===== config.mk =====
export PLATFORM = sky130hd
export DESIGN_NAME = usbdev_ep_mode_regs
export DESIGN_NICKNAME = d
export VERILOG_FILES = /design/src/rtl/usbdev_ep_pkg.sv /design/src/rtl/usbdev_ep0_reg.sv /design/src/rtl/usbdev_epn_reg.sv /design/src/rtl/usbdev_ep_rd_port.sv /design/src/rtl/usbdev_ep_mode_regs.sv
export SDC_FILE = /design/constraint.sdc
export NUM_CORES = 1
export LEC_CHECK = 0
export BUFFER_PORTS_ARGS = -buffer_cell sky130_fd_sc_hd__buf_2
export CAP_MARGIN = 10
export CORE_MARGIN = 1
export CORE_UTILIZATION = 30
export CTS_BUF_LIST = sky130_fd_sc_hd__clkbuf_8
export DETAILED_ROUTE_END_ITERATION = 8
export HOLD_SLACK_MARGIN = 0.15
export MAX_ROUTING_LAYER = met4
export PLACE_DENSITY = 0.57
export SYNTH_ARGS = -nofsm -noshare
export SYNTH_HDL_FRONTEND = slang
export SYNTH_SLANG_ARGS = --single-unit

===== constraint.sdc =====
create_clock -name clk_i -period 2.4 [get_ports clk_i]
set_clock_uncertainty 0.15 [all_clocks]
set_input_delay 0.24 -clock clk_i [delete_from_list [all_inputs] [get_ports clk_i]]
set_output_delay 0.24 -clock clk_i [all_outputs]
set_load 0.01 [all_outputs]

===== src/rtl/usbdev_ep_pkg.sv =====
package usbdev_ep_pkg;
  localparam int REG_W    = 8;
  localparam int MODE_W   = 4;
  localparam int ACK_BIT  = 4;
  localparam int FLAG_BIT = 7;

  typedef enum logic [1:0] {
    TOK_NONE  = 2'b00,
    TOK_OUT   = 2'b01,
    TOK_IN    = 2'b10,
    TOK_SETUP = 2'b11
  } tok_e;
endpackage


===== src/rtl/usbdev_ep0_reg.sv =====
module usbdev_ep0_reg
  import usbdev_ep_pkg::*;
(
  input  logic              clk_i,
  input  logic              rst_ni,
  input  logic              cpu_wr_i,
  input  logic              cpu_rd_i,
  input  logic [REG_W-1:0]  cpu_wdata_i,
  input  logic              eng_upd_i,
  input  logic [MODE_W-1:0] eng_mode_i,
  input  logic              ack_i,
  input  logic              setup_start_i,
  input  logic              ack_start_i,
  output logic [REG_W-1:0]  reg_o
);
  logic [MODE_W-1:0] mode_q;
  logic              ack_q, lock_q, setup_q, force_q;
  logic              upd;

  assign upd = eng_upd_i | ack_i;

  always_ff @(posedge clk_i or negedge rst_ni) begin
    if (!rst_ni) begin
      mode_q  <= '0;
      ack_q   <= 1'b0;
      lock_q  <= 1'b0;
      setup_q <= 1'b0;
      force_q <= 1'b0;
    end else begin
      if (upd) begin
        if (eng_upd_i) mode_q <= eng_mode_i;
        if (ack_i)     ack_q  <= 1'b1;
      end else if (cpu_wr_i && !lock_q) begin
        mode_q <= cpu_wdata_i[MODE_W-1:0];
        ack_q  <= cpu_wdata_i[ACK_BIT];
      end
      // engine update wins over a coinciding read
      if (upd)           lock_q <= 1'b1;
      else if (cpu_rd_i) lock_q <= 1'b0;
      if (setup_start_i)    force_q <= 1'b1;
      else if (ack_start_i) force_q <= 1'b0;
      // flag held while forced; any CPU write clears it afterwards
      if (setup_start_i || force_q) setup_q <= 1'b1;
      else if (cpu_wr_i)            setup_q <= 1'b0;
    end
  end

  assign reg_o = {setup_q, 2'b00, ack_q, mode_q};
endmodule


===== src/rtl/usbdev_epn_reg.sv =====
module usbdev_epn_reg
  import usbdev_ep_pkg::*;
(
  input  logic             clk_i,
  input  logic             rst_ni,
  input  logic             cpu_wr_i,
  input  logic [REG_W-1:0] cpu_wdata_i,
  input  logic             ack_i,
  output logic [REG_W-1:0] reg_o
);
  logic [REG_W-1:0] q, nxt;

  always_comb begin
    nxt = q;
    if (cpu_wr_i) nxt = {cpu_wdata_i[FLAG_BIT], 2'b00, cpu_wdata_i[ACK_BIT:0]};
    if (ack_i)    nxt[ACK_BIT] = 1'b1;
  end

  always_ff @(posedge clk_i or negedge rst_ni) begin
    if (!rst_ni) q <= '0;
    else         q <= nxt;
  end

  assign reg_o = q;
endmodule


===== src/rtl/usbdev_ep_rd_port.sv =====
module usbdev_ep_rd_port
  import usbdev_ep_pkg::*;
#(
  parameter int NUM_EP = 5,
  parameter int IDX_W  = 3
) (
  input  logic                    clk_i,
  input  logic                    rst_ni,
  input  logic                    rd_i,
  input  logic [IDX_W-1:0]        addr_i,
  input  logic [NUM_EP*REG_W-1:0] regs_i,
  output logic [REG_W-1:0]        rdata_o
);
  logic [REG_W-1:0] sel;

  always_comb begin
    sel = '0;
    for (int i = 0; i < NUM_EP; i++)
      if (addr_i == IDX_W'(i)) sel = regs_i[i*REG_W +: REG_W];
  end

  always_ff @(posedge clk_i or negedge rst_ni) begin
    if (!rst_ni)   rdata_o <= '0;
    else if (rd_i) rdata_o <= sel;
  end
endmodule


===== src/rtl/usbdev_ep_mode_regs.sv =====
module usbdev_ep_mode_regs
  import usbdev_ep_pkg::*;
#(
  parameter int NUM_EP = 5,
  localparam int IDX_W = (NUM_EP > 1) ? $clog2(NUM_EP) : 1
) (
  input  logic                    clk_i,
  input  logic                    rst_ni,
  input  logic [IDX_W-1:0]        cpu_addr_i,
  input  logic                    cpu_rd_i,
  input  logic                    cpu_wr_i,
  input  logic [REG_W-1:0]        cpu_wdata_i,
  output logic [REG_W-1:0]        cpu_rdata_o,
  input  logic                    cpu_buf_we_i,
  output logic                    buf_we_o,
  input  logic                    eng_tok_end_i,
  input  logic [1:0]              eng_tok_type_i,
  input  logic [MODE_W-1:0]       eng_mode_i,
  input  logic                    eng_setup_start_i,
  input  logic                    eng_ack_start_i,
  input  logic                    eng_ack_done_i,
  input  logic [IDX_W-1:0]        eng_ack_ep_i,
  output logic [NUM_EP*REG_W-1:0] ep_mode_o
);
  logic [NUM_EP*REG_W-1:0] regs;
  logic                    tok_valid, sel0;

  assign tok_valid = eng_tok_end_i && (tok_e'(eng_tok_type_i) != TOK_NONE);
  assign sel0      = (cpu_addr_i == '0);

  usbdev_ep0_reg u_ep0 (
    .clk_i        (clk_i),
    .rst_ni       (rst_ni),
    .cpu_wr_i     (cpu_wr_i && sel0),
    .cpu_rd_i     (cpu_rd_i && sel0),
    .cpu_wdata_i  (cpu_wdata_i),
    .eng_upd_i    (tok_valid),
    .eng_mode_i   (eng_mode_i),
    .ack_i        (eng_ack_done_i && eng_ack_ep_i == '0),
    .setup_start_i(eng_setup_start_i),
    .ack_start_i  (eng_ack_start_i),
    .reg_o        (regs[REG_W-1:0])
  );

  for (genvar n = 1; n < NUM_EP; n++) begin : g_epn
    usbdev_epn_reg u_reg (
      .clk_i      (clk_i),
      .rst_ni     (rst_ni),
      .cpu_wr_i   (cpu_wr_i && cpu_addr_i == IDX_W'(n)),
      .cpu_wdata_i(cpu_wdata_i),
      .ack_i      (eng_ack_done_i && eng_ack_ep_i == IDX_W'(n)),
      .reg_o      (regs[n*REG_W +: REG_W])
    );
  end

  usbdev_ep_rd_port #(.NUM_EP(NUM_EP), .IDX_W(IDX_W)) u_rd (
    .clk_i  (clk_i),
    .rst_ni (rst_ni),
    .rd_i   (cpu_rd_i),
    .addr_i (cpu_addr_i),
    .regs_i (regs),
    .rdata_o(cpu_rdata_o)
  );

  // buffer write blocked while SETUP data may still be arriving
  assign buf_we_o  = cpu_buf_we_i && !regs[FLAG_BIT] && !eng_setup_start_i;
  assign ep_mode_o = regs;
endmodule


======== Word-level counts from Yosys, hierarchy flattened ========
Index checks and enable logic that the tools add are counted.
storage, ports and cells
  register bits after elaboration ......... 40
  bits in latches ......................... 0
  bits in writable memories ............... 0
  memory bits (read-only) ................. 0
  bits of input ports ..................... 29
  output and inout port bits .............. 49
  memories kept ........................... 0
cells by class
  add/sub/neg operators ................... 0
  multipliers ............................. 0
  divide/modulo/power cells ............... 0
  order comparisons ....................... 0
  equal/unequal tests ..................... 10
  shift-type cells ........................ 0
  muxes and demuxes ....................... 25
  bitwise logic cells ..................... 1
  reduce and logical (&&, ||, !) cells .... 32
operators by type and width
  cell                                                  number
  2-to-1 mux 8 bit                                      5
  2-to-1 mux 5 bit                                      4
  nonzero test 2 bit                                    9
  logical AND 1 bit                                     15
  2-to-1 mux 1 bit                                      13
  equality test 3 x 2 -> 1 bit (second input constant)  4
  2-to-1 mux 4 bit                                      3
  equality test 3 x 1 -> 1 bit (second input constant)  2
  equality test 3 bit (second input constant)           2
  zero test 3 bit                                       2
  != test 2 x 1 -> 1 bit (second input constant)        2
  AND reduction 2 bit                                   2
  zero test 1 bit                                       3
  logical OR 1 bit                                      1
  OR 1 bit                                              1

======== Longest topological paths before layout ========
  word-level depth ........................ 6
  gate-level depth with buffers ........... 6

======== By module ========
A second synthesis with hierarchy kept.
second synthesis, totals
  cells, all modules ...................... 191
  area, all modules ....................... 2260.9 um^2
by module, submodules not included
  module               times used  cells each  area an instance (um^2)  sequential area each (um^2)
  usbdev_epn_reg       4           17          257.7                    150.1
  usbdev_ep_rd_port    1           76          699.4                    200.2
  usbdev_ep0_reg       1           34          394.1                    200.2
  usbdev_ep_mode_regs  1           13          136.4                    0.0

======== Worst setup path after synthesis ========
Ideal clock, no wire load.
  path kind ............................... input to register
  start point ............................. in cpu_addr_i[0]
  end point ............................... reg u_ep0.mode_q[0]
  arrival time ............................ 1.453 ns
  setup slack ............................. 0.650 ns
  cell stages on the path ................. 5
  buffers on the path ..................... 1
  cells stage by stage .................... buf_6 or4b_4 nor3b_4 mux2i_1 a21oi_1
between the ends
  cells in the longest elaborated chain, start to end .. 5
RTL lines
  element                               RTL line                   source
  start: declaration                    usbdev_ep_mode_regs.sv:9   input logic [IDX_W-1:0] cpu_addr_i,
  zero test 3 bit                       usbdev_ep_mode_regs.sv:29  assign sel0 = (cpu_addr_i == '0);
  logical AND 1 bit                     usbdev_ep_mode_regs.sv:34  .cpu_wr_i (cpu_wr_i && sel0),
  logical AND 1 bit                     usbdev_ep0_reg.sv:33       end else if (cpu_wr_i && !lock_q) begin
  nonzero test 2 bit (no source line)   n/a
  AND reduction 2 bit (no source line)  n/a
  end signal: assignment                usbdev_ep0_reg.sv:31       if (eng_upd_i) mode_q <= eng_mode_i;
  end signal: assignment                usbdev_ep0_reg.sv:34       mode_q <= cpu_wdata_i[MODE_W-1:0];
  end: declaration                      usbdev_ep0_reg.sv:16       logic [MODE_W-1:0] mode_q;
No other way between the ends.
A chain may end at the register's enable or synchronous reset.

======== Worst setup path after layout ========
  start point ............................. in eng_ack_ep_i[1]
  end point ............................... reg u_ep0.mode_q[0]
between the ends
  cells in the longest elaborated chain, start to end .. 5
  elaborated cells on any way between the ends .. 7
  classes of those cells .................. eq/ne (1); mux (1); bitwise (1); reduce/logical (4)
RTL lines
  element                                                                        RTL line                   source
  start: declaration                                                             usbdev_ep_mode_regs.sv:22  input logic [IDX_W-1:0] eng_ack_ep_i,
  zero test 3 bit (*)                                                            usbdev_ep_mode_regs.sv:39  .ack_i (eng_ack_done_i && eng_ack_ep_i == '0),
  logical AND 1 bit (*)                                                          usbdev_ep_mode_regs.sv:39
  OR 1 bit (*)                                                                   usbdev_ep0_reg.sv:20       assign upd = eng_upd_i | ack_i;
  != test 2 x 1 -> 1 bit (no source line) or nonzero test 2 bit (tied branches)  n/a
  AND reduction 2 bit (no source line)                                           n/a
Every way passes the cells marked *; elsewhere a longest branch is shown, timed or not.

==> results.yml <==
setup_path:
  cp_top_family: "simple AND/OR/NAND/NOR gates"
  critPathLaunch: "eng_ack_ep_i[1]"
  endpoint_kind: "flip-flop"
  endpoint: "u_ep0.mode_q[0]$_DFFE_PN0P_"
  critPathKind: "in2reg"
  crit_path_top_delay_cell: "or4b_2"
  rr_endpoint: "g_epn[1].u_reg.reg_o[4]$_DFFE_PN0P_"
  crit_arrival_ns: 2.14
  crit_fanout: 4
  slowest_delay_ns: 0.72
  crit_buf_inv: 2
  worstPathCellList: "dlygate4sd3_1, buf_2, or4b_2, nor3b_4, mux2i_1, a21oi_1"
  reg2reg_depth: 3
  r2r_slack_ns: 0.96
  crit-reg2reg-launch: "g_epn[1].u_reg.reg_o[4]$_DFFE_PN0P_"
  critPathRequiredTime_ns: 2.46
  cp.depth: 6
  startpoint_type: "input port"
timing:
  fin_crit_sh: 0.867
  slew_violations: 0
  fin_crit_ns: 2.08
  fin_tns_setup_ns: 0
  grt_setup_unrepaired: "no"
  fmax_mhz: 481
  setup_viol: 0
  hold_viol: 0
  layout_setup_ws_ns: 0.320
  worst_pin_slew_ns: 0.864
  slew_headroom: 0.424
placement:
  placed_cell_area_um2: 2280
  post-place-cells: 294
  post-place-ws_ns: 0.412
  place_hpwl_um: 3490
  port_buffers: 63
  place_congestion: 0.758
drt:
  vias: 1542
  first_iter_violations: 35
  route.detailed.drc: 0
  drt-pass1-iter-count: 4
  drt-total-wl_um: 4900
  postRouteAntennaNets: 0
  wl_per_cell_um: 15.3
  routed_via_density: 4.82
yosys:
  ys_seq_area_frac: 0.493
  ys_warn_count: 0
  syn_area_um2: 1930
  yosys-top-cells-area: "dfrtp_1 (49%), mux2_2 (12%), mux2i_1 (7.3%), buf_4 (5.4%), a2bb2oi_1 (2.7%)"
  synth_flop_cell: "dfrtp_1"
  yosysTopAreaCell: "dfrtp_1"
  synth_edf_count: 0
  synth_cells: 160
  synth-seq-cells: 38
  yosysTopAreaCellShare: 0.493
  synthArstFlopShare: 1.00
  ys_types: 33
  avgSynthCellArea_um2: 12.1
global_route:
  grt_pass1_vias: 1599
  top_usage_layer: "met2"
  grt_max_degree: 39
  gr-total-overflow: 0
  antenna_found_initial: 0
  met2_usage: 0.271
  grt_pass1_wl_um: 7950
  grt_usage: 0.167
  use_met1: 0.209
  grtUsageMet3: 0.0341
finish:
  final_cells: 320
  area_growth_pct: 32.7
  finalNetCount: 275
  design_area_um2: 2560
  drive_gt1_frac: 0.408
  fillers: 609
  fin_util: 0.423
  num_antenna_cells: 0
floorplan:
  die_area_um2: 6760
  dieHeight_um: 82.2
  rows: 28
  io-pin-count: 78
  core_area_um2: 6060
  start_util: 0.319
  die_x_um: 82.2
clock_tree:
  numCtsBuffers: 5
  cts_root_buffer: "clkbuf_8"
  path_clk_slew_ns: 0.07
  h-tree-depth: 2
  clk_path_buf_depth: 2
  postCtsSetupRepairBufs: 0
  cts.sinks: 38
  cts_tree: "done"
  worstSkewPairLatency_ns: 0.28
power:
  ir_worst_vdd_mv: 0.362
  p_per_area_nw_per_um2: 675
  leakagePower_nw: 1.17
hold_path:
  min_from: "eng_tok_type_i[0]"
  min_path_type: "in2reg"
status:
  outcome: "finished clean"
job:
  maxCapViolCount: 0
## synth_stat cells (2+ instances only)
library cell and n:
buf_4 14, a21oi_1 4, nor3b_1 2, nor2_1 11, inv_1 4, mux2i_1 14
nor4b_2 2, mux2_2 20, nand2b_1 2, a2bb2oi_1 6, dfrtp_1 38, o22a_1 6
nor2b_1 2, clkbuf_1 4, o2bb2ai_1 6, o21ai_0 8
## cells by family (layout without fill, tap and decap cells)
kind of cell	count (synthesis)	after routing	share of synthesized area
multiplexers	34	34	0.189
AND/OR/NAND/NOR	28	28	0.103
flip-flops	38	38	0.493
other	1	12	0.00194
AO/OA/AOI/OAI	36	36	0.137
buffers and inverters	23	97	0.0758
## per-layer routing
metal | share of wire | up-vias
met1 | 0.46 | 755
li1 | - | 730
met3 | 0.040 | 7
met4 | 0.010 | 0
met5 | 0 | -
met2 | 0.49 | 50
## layout by cell type (no fill, tap or decap), drive strengths merged
master and n:
dfrtp 38, nand4b 1, nand3b 1, inv 4, dlygate4sd3 20, o2bb2ai 6, a2bb2oi 6, nand2b 2
nor4b 2, nor2b 2, or3b 1, mux2i 14, nand2 1, a221o 1, nand3 1, nor2 12
o22a 6, a211o 1, or4b 2, o21ai 9, nor3b 3, conb 12, a21oi 4, o31ai 1
a21o 1, mux2 20, buf 67, clkbuf 6, o41ai 1
## where the power goes
| part | switching (mW) | leakage (nW) | internal, mW | total [mW] |
|---|---|---|---|---|
| Clock | 0.207 | 0.0431 | 0.221 | 0.428 |
| Combinational | 0.225 | 0.679 | 0.239 | 0.464 |
| Sequential | 0.0836 | 0.443 | 0.754 | 0.838 |
| Total | 0.515 | 1.17 | 1.21 | 1.73 |
## timing repair
action                                 CTS  global route
endpoints found under the hold margin   75             0
resized for setup                        0             0
hold buffers                            20             0
## flip-flops by register name, summed over array words and instances, names as in the netlist
signal / flops
g_epn.u_reg.reg_o: 24
u_ep0.mode_q: 4
u_ep0.setup_q: 1
u_rd.rdata_o: 6
u_ep0.lock_q: 1
u_ep0.ack_q: 1
u_ep0.force_q: 1
## worst reg2reg max path: cells and delay by family (launching register included)
kind / cells / cell delay, ns
AOI/OAI and AO/OA: 1 / 0.09
muxes: 1 / 0.13
DFF: 1 / 0.41
buffers and inverters: 1 / 0.56
## layout make-up
type / count / area [µm²] / area share
clock buffers: 6 / 82.6 / 0.0322
inverters: 4 / 15.0 / 0.00586
multi-input cells: 110 / 875 / 0.341
flip-flops and latches: 38 / 951 / 0.371
well taps: 75 / 93.8 / 0.0366
repair buffers: 87 / 546 / 0.213
## stage by stage
stage,power [mW],hold slack [ns]
after CTS,1.75,0.192
after floorplan,1.09,-0.206
final,1.73,0.197
after global routing,1.84,0.219
after global placement,1.28,0.258
after detailed placement,1.29,0.244
## worst min path at each step
stage	slack (ns)	cells after the start	end
floorplan	-0.21	0	g_epn[1].u_reg.reg_o[0]$_DFFE_PN0P_
global placement	0.26	1	g_epn[2].u_reg.reg_o[1]$_DFFE_PN0P_
detailed placement	0.24	1	g_epn[3].u_reg.reg_o[1]$_DFFE_PN0P_
CTS	0.19	4	u_ep0.lock_q$_DFFE_PN0P_
global route	0.22	4	u_ep0.lock_q$_DFFE_PN0P_
finish	0.20	4	u_ep0.lock_q$_DFFE_PN0P_
Note: power is estimated with default switching activity, not from simulation.
